<file path="config.mk">
export PLATFORM = sky130hd
export DESIGN_NAME = ser_loop_tx
export DESIGN_NICKNAME = d
export VERILOG_FILES = /design/src/rtl/ser_loop_pkg.sv /design/src/rtl/ser_word_timer.sv /design/src/rtl/ser_shift_reg.sv /design/src/rtl/ser_route.sv /design/src/rtl/ser_loop_tx.sv
export SDC_FILE = /design/constraint.sdc
export NUM_CORES = 1
export LEC_CHECK = 0
export BUFFER_PORTS_ARGS = -buffer_cell sky130_fd_sc_hd__buf_4
export CORE_UTILIZATION = 30
export CTS_CLUSTER_SIZE = 10
export DETAILED_ROUTE_END_ITERATION = 12
export GPL_TIMING_DRIVEN = 1
export PLACE_DENSITY = 0.6
export SYNTH_ARGS = -nofsm -noshare
export SYNTH_HDL_FRONTEND = slang
export SYNTH_SLANG_ARGS = --single-unit
</file>
<file path="constraint.sdc">
create_clock -name clk -period 1.88 [get_ports clk]
set_input_delay 0.376 -clock clk [delete_from_list [all_inputs] [get_ports clk]]
set_output_delay 0.376 -clock clk [all_outputs]
set_load 0.05 [all_outputs]
</file>
<file path="src/rtl/ser_loop_pkg.sv">
`timescale 1ns/1ps
// Shared definitions for the word serializer.
// Assumes: characters are already line-encoded by the sender.
package ser_loop_pkg;
    localparam int unsigned DEF_CHAR_W = 10;
    localparam int unsigned DEF_CHARS  = 2;

    // Destination of the serial stream.
    typedef enum logic {
        ROUTE_LINE = 1'b0,
        ROUTE_WRAP = 1'b1
    } route_e;
endpackage

</file>
<file path="src/rtl/ser_word_timer.sv">
`timescale 1ns/1ps
// Divide-by-WORD_W counter that stands in for the word clock.
// Raises tick_o in the last bit slot of each word period.
// Assumes: WORD_W >= 2; all logic is on the bit clock.
module ser_word_timer #(
    parameter int unsigned WORD_W = 20
) (
    input  logic clk,
    input  logic rst_n,
    output logic tick_o
);
    localparam int unsigned CNT_W = $clog2(WORD_W);
    localparam logic [CNT_W-1:0] LAST = CNT_W'(WORD_W - 1);

    logic [CNT_W-1:0] cnt_q;

    // Count bit slots within one word period, wrapping at WORD_W.
    always_ff @(posedge clk) begin
        if (!rst_n) begin
            cnt_q <= '0;
        end else if (cnt_q == LAST) begin
            cnt_q <= '0;
        end else begin
            cnt_q <= cnt_q + 1'b1;
        end
    end

    assign tick_o = (cnt_q == LAST);

    // the counter never leaves its period.
    p_cnt_range_r1: assert property (@(posedge clk) disable iff (!rst_n)
        cnt_q <= LAST);
    // the strobe never lasts two cycles.
    p_tick_single_r1: assert property (@(posedge clk) disable iff (!rst_n)
        tick_o |=> !tick_o);
endmodule

</file>
<file path="src/rtl/ser_shift_reg.sv">
`timescale 1ns/1ps
// Load-and-shift register: captures a word on load_i and shifts it
// right once per cycle, presenting bit 0 first on bit_o.
// Assumes: load_i pulses once every WORD_W cycles.
module ser_shift_reg #(
    parameter int unsigned WORD_W = 20
) (
    input  logic              clk,
    input  logic              rst_n,
    input  logic              load_i,
    input  logic [WORD_W-1:0] data_i,
    output logic              bit_o,
    output logic              valid_o
);
    logic [WORD_W-1:0] sreg_q;
    logic              valid_q;

    // Take a new word on load, otherwise move the next bit into position 0.
    always_ff @(posedge clk) begin
        if (!rst_n) begin
            sreg_q <= '0;
        end else if (load_i) begin
            sreg_q <= data_i;
        end else begin
            sreg_q <= sreg_q >> 1;
        end
    end

    // Remember whether any word has been taken since reset.
    always_ff @(posedge clk) begin
        if (!rst_n) begin
            valid_q <= 1'b0;
        end else if (load_i) begin
            valid_q <= 1'b1;
        end
    end

    assign bit_o   = sreg_q[0];
    assign valid_o = valid_q;

    // a load places the presented word in the register.
    p_load_r2: assert property (@(posedge clk) disable iff (!rst_n)
        load_i |=> sreg_q == $past(data_i));
    // between loads the register moves by exactly one bit.
    p_shift_r2: assert property (@(posedge clk) disable iff (!rst_n)
        (!load_i && valid_q) |=> sreg_q == ($past(sreg_q) >> 1));
    // before the first capture the stream is quiet.
    p_quiet_r8: assert property (@(posedge clk) disable iff (!rst_n)
        !valid_q |-> !bit_o);
endmodule

</file>
<file path="src/rtl/ser_route.sv">
`timescale 1ns/1ps
// Steers the serial bit either to the differential line or to the
// internal loopback output; parks the line high while wrapped.
// Assumes: wrap_i may change in any cycle.
module ser_route
    import ser_loop_pkg::*;
(
    input  logic wrap_i,
    input  logic bit_i,
    output logic line_p_o,
    output logic line_n_o,
    output logic loop_o
);
    route_e route;

    // Decode the wrap control into a destination.
    always_comb begin
        route = wrap_i ? ROUTE_WRAP : ROUTE_LINE;
    end

    // Drive each destination according to the chosen route.
    always_comb begin
        unique case (route)
            ROUTE_WRAP: begin
                line_p_o = 1'b1;
                loop_o   = bit_i;
            end
            default: begin
                line_p_o = bit_i;
                loop_o   = 1'b0;
            end
        endcase
        line_n_o = ~line_p_o;
    end
endmodule

</file>
<file path="src/rtl/ser_loop_tx.sv">
`timescale 1ns/1ps
// Word serializer with internal wrap path. Captures CHARS characters
// of CHAR_W bits once per word period and sends them lowest bit first.
// Assumes: one clock domain (bit clock); word clock is a derived strobe.
module ser_loop_tx
    import ser_loop_pkg::*;
#(
    parameter int unsigned CHAR_W = DEF_CHAR_W,
    parameter int unsigned CHARS  = DEF_CHARS,
    localparam int unsigned WORD_W = CHAR_W * CHARS
) (
    input  logic              clk,
    input  logic              rst_n,
    input  logic [WORD_W-1:0] data_i,
    input  logic              wrap_i,
    output logic              word_tick_o,
    output logic              line_p_o,
    output logic              line_n_o,
    output logic              loop_o
);
    logic tick;
    logic ser_bit;
    logic ser_valid;

    ser_word_timer #(.WORD_W(WORD_W)) timer_i (
        .clk    (clk),
        .rst_n  (rst_n),
        .tick_o (tick)
    );

    ser_shift_reg #(.WORD_W(WORD_W)) shreg_i (
        .clk     (clk),
        .rst_n   (rst_n),
        .load_i  (tick),
        .data_i  (data_i),
        .bit_o   (ser_bit),
        .valid_o (ser_valid)
    );

    ser_route route_i (
        .wrap_i   (wrap_i),
        .bit_i    (ser_bit),
        .line_p_o (line_p_o),
        .line_n_o (line_n_o),
        .loop_o   (loop_o)
    );

    assign word_tick_o = tick;

    // wrap parks the line with the true leg high.
    p_wrap_park_r4: assert property (@(posedge clk) disable iff (!rst_n)
        wrap_i |-> (line_p_o && !line_n_o));
    // wrap carries the shifted bit to the loopback output.
    p_loop_path_r5: assert property (@(posedge clk) disable iff (!rst_n)
        wrap_i |-> (loop_o == ser_bit));
    // normal mode sends the shifted bit on the line, loopback idle.
    p_line_path_r6: assert property (@(posedge clk) disable iff (!rst_n)
        !wrap_i |-> ((line_p_o == ser_bit) && !loop_o));
    // the two line legs always disagree.
    p_complement_r7: assert property (@(posedge clk) disable iff (!rst_n)
        line_n_o != line_p_o);
    // no stream bit before the first capture, on either output.
    p_reset_quiet_r8: assert property (@(posedge clk) disable iff (!rst_n)
        !ser_valid |-> (!loop_o && (wrap_i || !line_p_o)));
endmodule

</file>
==> results of run 1 <==
-- final timing paths --
path	start	slack (ns)	depth (start not counted)	to
setup / recovery	timer_i.cnt_q[0]$_SDFF_PP0_	0.09	3	word_tick_o
hold / removal	data_i[6]	0.26	2	shreg_i.sreg_q[6]$_SDFF_PN0_
setup reg to reg	timer_i.cnt_q[0]$_SDFF_PP0_	0.39	5	shreg_i.sreg_q[12]$_SDFF_PN0_
hold reg to reg	timer_i.cnt_q[0]$_SDFF_PP0_	0.46	1	timer_i.cnt_q[0]$_SDFF_PP0_
-- layer usage --
layer  track usage, %  up-vias  share of wire [%]
met5                0        -                  0
met3             5.15        2                7.1
li1                 -      310                  -
met1             13.1      273                 48
met4             3.21        0                1.0
met2             14.8       21                 43
-- state kept, by name, indices dropped and copies added, names as in the netlist --
register / cells
shreg_i.sreg_q: 20
timer_i.cnt_q: 5
-- layout by cell type (no fill, tap or decap) --
cell type	synthesis	final
buf_4	0	27
dfxtp_1	25	25
a22o_1	19	19
nor2_1	4	4
inv_1	3	3
clkbuf_4	0	3
and2_1	2	2
and4bb_4	1	1
or2_2	1	1
and2_4	1	1
nand2b_1	1	1
nand3_1	1	1
xor2_1	1	1
xnor2_1	1	1
and3_1	1	1
nand3b_1	1	1
nand4b_1	1	1
and2b_1	1	1
o21ai_0	1	1
a31oi_1	1	1
ha_1	1	1
clkinvlp_4	0	1
-- layout make-up --
cell class	instances	area [um2]
Fill cell	252	1500
Sequential cell	25	500
Multi-Input combinational cell	39	308
Timing Repair Buffer	27	203
Tap cell	30	37.5
Clock buffer	3	22.5
Inverter	3	11.3
Clock inverter	1	7.51
-- power groups by stage --
stage / clock, mW / sequential [mW] / combinational (mW)
2_1_floorplan: 0 / 0.551 / 0.0265
3_3_place_gp: 0 / 0.552 / 0.0701
3_5_place_dp: 0 / 0.552 / 0.0712
4_1_cts: 0.252 / 0.540 / 0.0715
5_1_grt: 0.275 / 0.541 / 0.0758
6_report: 0.240 / 0.540 / 0.0701
-- worst register-to-register path, stage by stage, from the launching register on --
cell	delay, ns
dfxtp_1	0.38
ha_1	0.24
and4bb_4	0.28
nor2_1	0.05
buf_4	0.20
a22o_1	0.25
-- logic make-up after synthesis --
logic type / count (synthesis)
compound gates: 21
xor+xnor: 2
fa+ha+maj: 1
buf+inv: 7
flops: 25
simple gates: 15
-- stage by stage --
step	hold WS, ns	area (um2)	worst slack (ns)
after floorplan	0.418	852	0.358
after global placement	0.428	1060	0.444
after detailed placement	0.437	1060	0.416
after CTS	0.242	1090	0.0721
after global routing	0.230	1090	0.0105
final	0.257	1090	0.0917
==> results.md, run 1 <==
- Status: finished clean
- Setup violators final: 0
- Layout Utilization: 42.1%
- Predominant post-synthesis flop cell: dfxtp_1
- Area contributors post-synth: dfxtp_1, a22o_1, buf_6, and4bb_4, nor2_1
- GRT overflow: 0
- Root buf cell: clkbuf_4
- ANT nets after route: 0
- Yosys warnings: 0
- Gr usage total: 10.2%
- Routed len/inst: 11.6 um
- CP bufs+invs: 1
- Mapped Area: 852 um2
- CP peak stage delay: 0.38 ns
- DIE AREA: 0.00306 mm2
- CP Capture Type: primary output
- Clock latency on the worst-skew pair: 0.32 ns
- Adder-Cell Fraction of Synth Area: around 1.5%
- Post-synth top area share: 58.7%
- F_max: 559 MHz
- Crit start category: flop
- CP Max Fanout: 5
- Site Rows: 18
- Most numerous cell in the Yosys netlist: dfxtp_1
- Post-Syn Instances: 71
- Setup repair bufs after CTS: 0
- P_leak: 0.478 nW
- Peak supply drop: ~0.00075 V
- Asr flop ratio synth: 0%
- Sequential power share: 63.5%
- Switch Pwr: roughly 0.19 mW
- Largest family of logic cells by synthesized area: compound AO/OA/AOI/OAI gates
- Placed Instances: 124
- 1st-iter DRT viols: 20
- DIE HEIGHT: 55.3 um
- CTS tree: built
- Layout cell share with drive strength beyond 1: 34.7%
- Crit path time final: 1.79 ns
- Post-Synth Simple-Gate Area: roughly an eighth
- Vias in the first global route: between 500 and 600
- Clock Power Share: between 20% and 30%
- Largest area contributor in the netlist: dfxtp_1
- Final WL: 1.49 mm
- Critical path cell sequence: ha_1 -> and4bb_4 -> buf_4
- Post-DP HPWL: 1000 um
- Post-synth EDFFs: 0
- Setup TNS Final: 0 ns
- Final Hold Viols: 0
- Switching share of power: between 20% and 30%
- Antenna diodes: 0
- Nets@finish: 123
- First-pass GRT wire length: 2.43 mm
- Syn nets: 95
- Max-capacitance violation count: 0
- Comb power frac: under 10%
- Seq/Total Area, Yosys: 58.7%
- Starting density of the core: 32.9%
- Die W: 55.3 um
- Post-synth cell types: 21
- Antenna violations before repair: 0
- Synth Area in Compound Gates: 20.9%
- Hold_buf cts: 0
- Area delta synth->final: 27.9%
- Slew margin rel.: 86.6%
- WP data arrival: 1.41 ns
- Via density: 4.73
- Final cell count without fillers: 128
- IO Pins: 27
- Sink Count: 25
- DRT Pass-1 Iters: 4
- H-Tree Depth: 1
- Longest Clk Path Bufs: 2
- Syn_area_per_cell: 12.0 um2
- Largest net degree at the start of global routing: 21
- Synth Area in XOR/XNOR: approximately 2%
- Critical path data required time: 1.50 ns
- Reg clk slew, reported paths: 0.13 ns
- Internal power: about 0.66 mW
- Max Slew Vio Count: 0
- Multiplexer share of the synthesized area: 0%
- Actual slew at the worst max-slew pin: between 0.2 and 0.25 ns
- Max Clock Skew: 0.00223 ns
- Pwr Density: roughly 800 mW/mm2
- Post-cts gate resize count: 0
- RSZ-0062 raised after global routing: no
- IO Port Bufs: 26
- #FFs+latches synth: 25
- Via count: 606
- CTS Buf Count: 3
- GPL Wtd Cong: 0.672
- DRC: 0
- Hold Crit Class: in2reg
- Slowest-stage cell, CP: dfxtp_1
- Pwr Total: 0.850 mW
- Core Region: between 0.002 and 0.003 mm2
- Post-synth top cells: dfxtp_1, a22o_1, nor2_1
- Worst path top cell family by delay: flip-flops
- Critical path class: reg2out
- Final worst path period share: a little over nine tenths
(Power assumes the default switching activity.)
==> inputs of run 2 (changes only) <==
--- a/config.mk
+++ b/config.mk
@@ -6,6 +6,7 @@
 export NUM_CORES = 1
 export LEC_CHECK = 0
 export BUFFER_PORTS_ARGS = -buffer_cell sky130_fd_sc_hd__buf_4
+export CORE_ASPECT_RATIO = 0.8
 export CORE_UTILIZATION = 30
 export CTS_CLUSTER_SIZE = 10
 export DETAILED_ROUTE_END_ITERATION = 12
==> results.md, run 2 (synthesis results as in run 1) <==
- Status: finished clean
- Sink Count: 25 (unchanged)
- GPL Wtd Cong: 0.657 (-2.3%)
- Post-DP HPWL: 1.08 mm (+7.9%)
- First-pass GRT wire length: 2.47 mm (+1.7%)
- CP bufs+invs: 2 (+1)
- Die W: 61.6 um (+11%)
- Layout cell share with drive strength beyond 1: 37.0% (+2.3 points)
- Critical path class: reg2out
- R2r endpoint: shreg_i.sreg_q[12]$_SDFF_PN0_
- Final cell count without fillers: 136 (+6.3%)
- Core Region: 0.00256 mm2 (-1.1%)
- Placed Instances: 132 (+6.5%)
- Actual slew at the worst max-slew pin: 0.757 ns (+0.555 ns)
- DRC: 0 (unchanged)
- IO Port Bufs: 26 (unchanged)
- R2R Setup Slk: 0.21 ns (-0.18 ns)
- Critical path data required time: 1.50 ns (about the same)
- Longest Clk Path Bufs: 2 (unchanged)
- DIE HEIGHT: 49.7 um (-10%)
- CTS tree: built
- Final worst path period share: 94.5% (-0.66 points)
- Peak supply drop: 0.000461 V (-39%)
- Final Hold Viols: 0 (unchanged)
- H-Tree Depth: 1 (unchanged)
- Via count: 608 (+0.33%)
- Slowest-stage cell, CP: dfxtp_1
- Most common cell after layout, fill and taps aside: buf_4
- Dpl ws: -0.135 ns (-0.551 ns)
- Root buf cell: clkbuf_4
- WP data arrival: 1.40 ns (about the same)
- Largest net degree at the start of global routing: 21 (unchanged)
- Hold_buf cts: 0 (unchanged)
- CP Capture Type: primary output
- Hold Slack: 0.267 ns (+0.0104 ns)
- Max Clock Skew: 0.00137 ns (-0.000859 ns)
- Max Slew Vio Count: 0 (unchanged)
- IO Pins: 27 (unchanged)
- Max reg flops: 20 (unchanged)
- R2r startpoint: timer_i.cnt_q[0]$_SDFF_PP0_
- Via density: 4.47 (-5.6%)
- DIE AREA: 0.00306 mm2 (about the same)
- FF-to-FF path depth: 4 (-1)
- GRT overflow: 0 (unchanged)
- Setup violators final: 0 (unchanged)
- RSZ-0062 raised after global routing: no
- F_max: 563 MHz (+0.70%)
- Setup TNS Final: 0 ns (unchanged)
- Critical path cell sequence: ha_1 -> and4bb_4 -> buf_4 -> buf_4
- Most frequent cells in the layout: buf_4, dfxtp_1, a22o_1
- Max-capacitance violation count: 0 (unchanged)
- Site Rows: 16 (-2)
- Antenna violations before repair: 0 (unchanged)
- Vias in the first global route: 623 (+7.2%)
- Leading registers by flop count: shreg_i.sreg_q (20), timer_i.cnt_q (5)
- Area delta synth->final: 30.5%
- Levels on crit path: 4 (+1)
- Slew margin rel.: 49.5% (-37 points)
- Hold Crit Class: in2reg
- Routed len/inst: 11.5 um (-1.0%)
- CP Max Fanout: 4 (-1)
- Pwr Density: 757 mW/mm2 (-3.0%)
- Nets@finish: 125 (+1.6%)
- CTS Buf Count: 3 (unchanged)
- Worst path top cell family by delay: flip-flops
- Antenna diodes: 0 (unchanged)
- Crit start category: flop
- Clock latency on the worst-skew pair: 0.31 ns (about the same)
- CP Launch Point: timer_i.cnt_q[1]$_SDFF_PP0_
- Starting density of the core: 33.3% (+0.35 points)
- Critical Path Sink: word_tick_o
- Gr usage total: 11.1% (+0.91 points)
- Crit path time final: 1.78 ns (-0.0124 ns)
- Most used cell, CP: buf_4
- Final WS setup: 0.104 ns (+0.0124 ns)
- 1st-iter DRT viols: 29 (+45%)
- DRT Pass-1 Iters: 4 (unchanged)
- CP peak stage delay: 0.36 ns (-0.02 ns)
- Largest Register: shreg_i.sreg_q
- Reg clk slew, reported paths: 0.12 ns (about the same)
- Final WL: 1.56 mm (+5.2%)
- ANT nets after route: 0 (unchanged)
- P_leak: 0.491 nW (+2.7%)
[run 2: layout make-up]
| type | instances | area (um2) |
|---|---|---|
| Timing Repair Buffer | 29 | 218 |
| Clock buffer | 4 | 26.3 |
| Sequential cell | 25 | 502 |
| Fill cell | 271 | 1450 |
| Inverter | 3 | 11.3 |
| Tap cell | 36 | 45.0 |
| Multi-Input combinational cell | 39 | 310 |
[run 2: what timing repair did]
| action | CTS | global route |
|---|---|---|
| endpoints found under the setup margin | 20 | 1 |
| resized for setup | 1 | 1 |
| pin swaps | 0 | 0 |
| buffers inserted | 0 | 0 |
[run 2: worst reg2reg max path, stage by stage, from the launching register on]
cell and delay (ns):
dfxtp_2 0.35, ha_1 0.20, and4bb_4 0.21, nor2_2 0.58, a22o_1 0.27
[run 2: metal layers]
| metal | vias to the layer above | GRT usage [%] | part of all wire (%) |
|---|---|---|---|
| met3 | 0 | 4.99 | 6.7 |
| met2 | 17 | 18.8 | 44 |
| met5 | - | 0 | 0 |
| met4 | 0 | 2.22 | 0 |
| met1 | 277 | 12.6 | 49 |
| li1 | 314 | - | - |
[run 2: worst min-delay path by stage]
stage	from	endpoint	slack, ns	depth (start not counted)
6_report	data_i[4]	shreg_i.sreg_q[4]$_SDFF_PN0_	0.27	2
5_1_grt	data_i[18]	shreg_i.sreg_q[18]$_SDFF_PN0_	0.25	2
4_1_cts	data_i[4]	shreg_i.sreg_q[4]$_SDFF_PN0_	0.25	2
2_1_floorplan	timer_i.cnt_q[0]$_SDFF_PP0_	timer_i.cnt_q[0]$_SDFF_PP0_	0.42	1
3_5_place_dp	shreg_i.sreg_q[9]$_SDFF_PN0_	shreg_i.sreg_q[8]$_SDFF_PN0_	0.44	1
3_3_place_gp	shreg_i.sreg_q[6]$_SDFF_PN0_	shreg_i.sreg_q[5]$_SDFF_PN0_	0.43	1
[run 2: report_power, final]
part | internal [mW] | switching [mW]
Combinational | 0.0416 | 0.0312
Sequential | 0.536 | 0.00348
Clock | 0.0828 | 0.147
[run 2: through the flow]
stage | cell area (um2) | utilization, % | power (mW)
after floorplan | 852 | - | 0.577
after global placement | 1080 | 42.2 | 0.624
after detailed placement | 1080 | 42.2 | 0.624
after CTS | 1110 | 43.4 | 0.856
after global routing | 1110 | 43.4 | 0.885
final | 1110 | 43.4 | 0.841
==> inputs of run 3 (changes only) <==
--- a/config.mk
+++ b/config.mk
@@ -5,6 +5,7 @@
 export SDC_FILE = /design/constraint.sdc
 export NUM_CORES = 1
 export LEC_CHECK = 0
+export ABC_AREA = 0
 export BUFFER_PORTS_ARGS = -buffer_cell sky130_fd_sc_hd__buf_4
 export CORE_ASPECT_RATIO = 0.8
 export CORE_UTILIZATION = 30
@@ -12,6 +13,7 @@
 export DETAILED_ROUTE_END_ITERATION = 12
 export GPL_TIMING_DRIVEN = 1
 export PLACE_DENSITY = 0.6
+export RECOVER_POWER = 25
 export SYNTH_ARGS = -nofsm -noshare
 export SYNTH_HDL_FRONTEND = slang
 export SYNTH_SLANG_ARGS = --single-unit
==> results.md, run 3 (synthesis results as in run 1) <==
- Status: finished clean
- RSZ-0062 raised after global routing: no
- Layout cell share with drive strength beyond 1: 35.0% (-2.0 points)
- IO Pins: 27 (unchanged)
- Post-DP HPWL: 1.08 mm (unchanged)
- Leading registers by flop count: shreg_i.sreg_q (20), timer_i.cnt_q (5)
- DIE HEIGHT: 49.7 um (unchanged)
- Sink Count: 25 (unchanged)
- Gr usage total: 11.1% (unchanged)
- GPL Wtd Cong: 0.657 (unchanged)
- Actual slew at the worst max-slew pin: 0.754 ns (-0.00298 ns)
- DRC: 0 (unchanged)
- Root buf cell: clkbuf_4
- Layout Utilization: 43.0% (-0.39 points)
- Critical path data required time: 1.50 ns (about the same)
- Largest Register: shreg_i.sreg_q
- Final WL: 1.56 mm (-0.38%)
- Clock latency on the worst-skew pair: 0.31 ns (about the same)
- IO Port Bufs: 26 (unchanged)
- 1st-iter DRT viols: 29 (unchanged)
- DRT Pass-1 Iters: 4 (unchanged)
- Dpl ws: -0.135 ns (unchanged)
- Hold Slack: 0.267 ns (-0.0000420 ns)
- CP Max Fanout: 4 (unchanged)
- CP Capture Type: primary output
- CP bufs+invs: 2 (unchanged)
- Most used cell, CP: buf_4
- Antenna violations before repair: 0 (unchanged)
- GRT overflow: 0 (unchanged)
- Pwr Density: 762 mW/mm2 (+0.70%)
- Final WS setup: 0.108 ns (+0.00429 ns)
- H-Tree Depth: 1 (unchanged)
- Slowest-stage cell, CP: dfxtp_1
- Max reg flops: 20 (unchanged)
- Placed Instances: 132 (unchanged)
- CTS tree: built
- Worst path top cell family by delay: flip-flops
- Critical path cell sequence: ha_1 -> and4bb_4 -> buf_4 -> buf_4
- Hold Crit Class: in2reg
- Max-capacitance violation count: 0 (unchanged)
- Starting density of the core: 33.3% (unchanged)
- Peak supply drop: 0.000461 V (about the same)
- Max Clock Skew: 0.00137 ns (+0.00000516 ns)
- Core Region: 0.00256 mm2 (unchanged)
- DIE AREA: 0.00306 mm2 (unchanged)
- Setup repair bufs after CTS: 0 (unchanged)
- Filler Cells Inserted: 274 (+1.1%)
- Most common cell after layout, fill and taps aside: buf_4
- Longest Clk Path Bufs: 2 (unchanged)
- Antenna diodes: 0 (unchanged)
- First-pass GRT wire length: 2.47 mm (unchanged)
- Nets@finish: 125 (unchanged)
- Site Rows: 16 (unchanged)
- CP peak stage delay: 0.36 ns (about the same)
- Setup violators final: 0 (unchanged)
- Final Hold Viols: 0 (unchanged)
- Vias in the first global route: 623 (unchanged)
- Routed len/inst: 11.4 um (-0.38%)
- Most frequent cells in the layout: buf_4, dfxtp_1, a22o_1
- WP data arrival: 1.40 ns (about the same)
- CTS Buf Count: 3 (unchanged)
- Die W: 61.6 um (unchanged)
- P_leak: 0.482 nW (-1.9%)
- Area delta synth->final: 29.4%
- ANT nets after route: 0 (unchanged)
- Via count: 611 (+0.49%)
- Final cell count without fillers: 136 (unchanged)
- Slew margin rel.: 49.7% (+0.20 points)
- Hold_buf cts: 0 (unchanged)
- F_max: 564 MHz (+0.24%)
- Max Slew Vio Count: 0 (unchanged)
- Reg clk slew, reported paths: 0.12 ns (about the same)
- Crit start category: flop
- Crit path time final: 1.77 ns (-0.00429 ns)
- Via density: 4.49 (+0.49%)
- Critical path class: reg2out
- Largest net degree at the start of global routing: 21 (unchanged)
- Final worst path period share: 94.2% (-0.23 points)
[run 3: cell count changes in the layout (fill, tap and decap cells not counted)]
cell | before | now
clkbuf_2 | 0 | 1
clkbuf_1 | 1 | 3
buf_4 | 29 | 26
[run 3: final cells by class]
class / instances / area [um2] / area share [%]
multi-input cells: 39 / 310 / 28.1
flip-flops and latches: 25 / 502 / 45.5
clock buffers: 4 / 26.3 / 2.38
inverters: 3 / 11.3 / 1.02
well taps: 36 / 45.0 / 4.09
repair buffers: 29 / 208 / 18.8
[run 3: metal layers]
layer / routed length (um) / track usage, % / vias to the layer above
met4: 0 / 2.22 / 0
met2: 696 / 18.8 / 17
li1: - / - / 315
met3: 106 / 4.99 / 0
met1: 753 / 12.6 / 279
met5: 0 / 0 / -
[run 3: per-stage QoR]
stage | power [mW] | area (um2) | TNS, ns
finish | 0.840 | 1100 | 0
global route | 0.884 | 1100 | 0
CTS | 0.856 | 1110 | 0
detailed placement | 0.624 | 1080 | -2.27
global placement | 0.624 | 1080 | -1.32
floorplan | 0.577 | 852 | 0
[run 3: where the power goes]
group	internal [mW]	switching (mW)
Sequential	0.536	0.00347
Combinational	0.0400	0.0311
Clock	0.0828	0.147
Total	0.658	0.181
[run 3: repair_timing]
item                                    in CTS  in global routing
gates resized for setup                      1                  1
cloned                                       0                  0
endpoints found under the setup margin      20                  1
[run 3: worst paths after layout]
path	from	end	slack [ns]	cells past startpoint
min reg2reg	timer_i.cnt_q[0]$_SDFF_PP0_	timer_i.cnt_q[0]$_SDFF_PP0_	0.43	1
min	data_i[4]	shreg_i.sreg_q[4]$_SDFF_PN0_	0.27	2
max	timer_i.cnt_q[1]$_SDFF_PP0_	word_tick_o	0.11	4
max reg2reg	timer_i.cnt_q[0]$_SDFF_PP0_	shreg_i.sreg_q[12]$_SDFF_PN0_	0.22	4
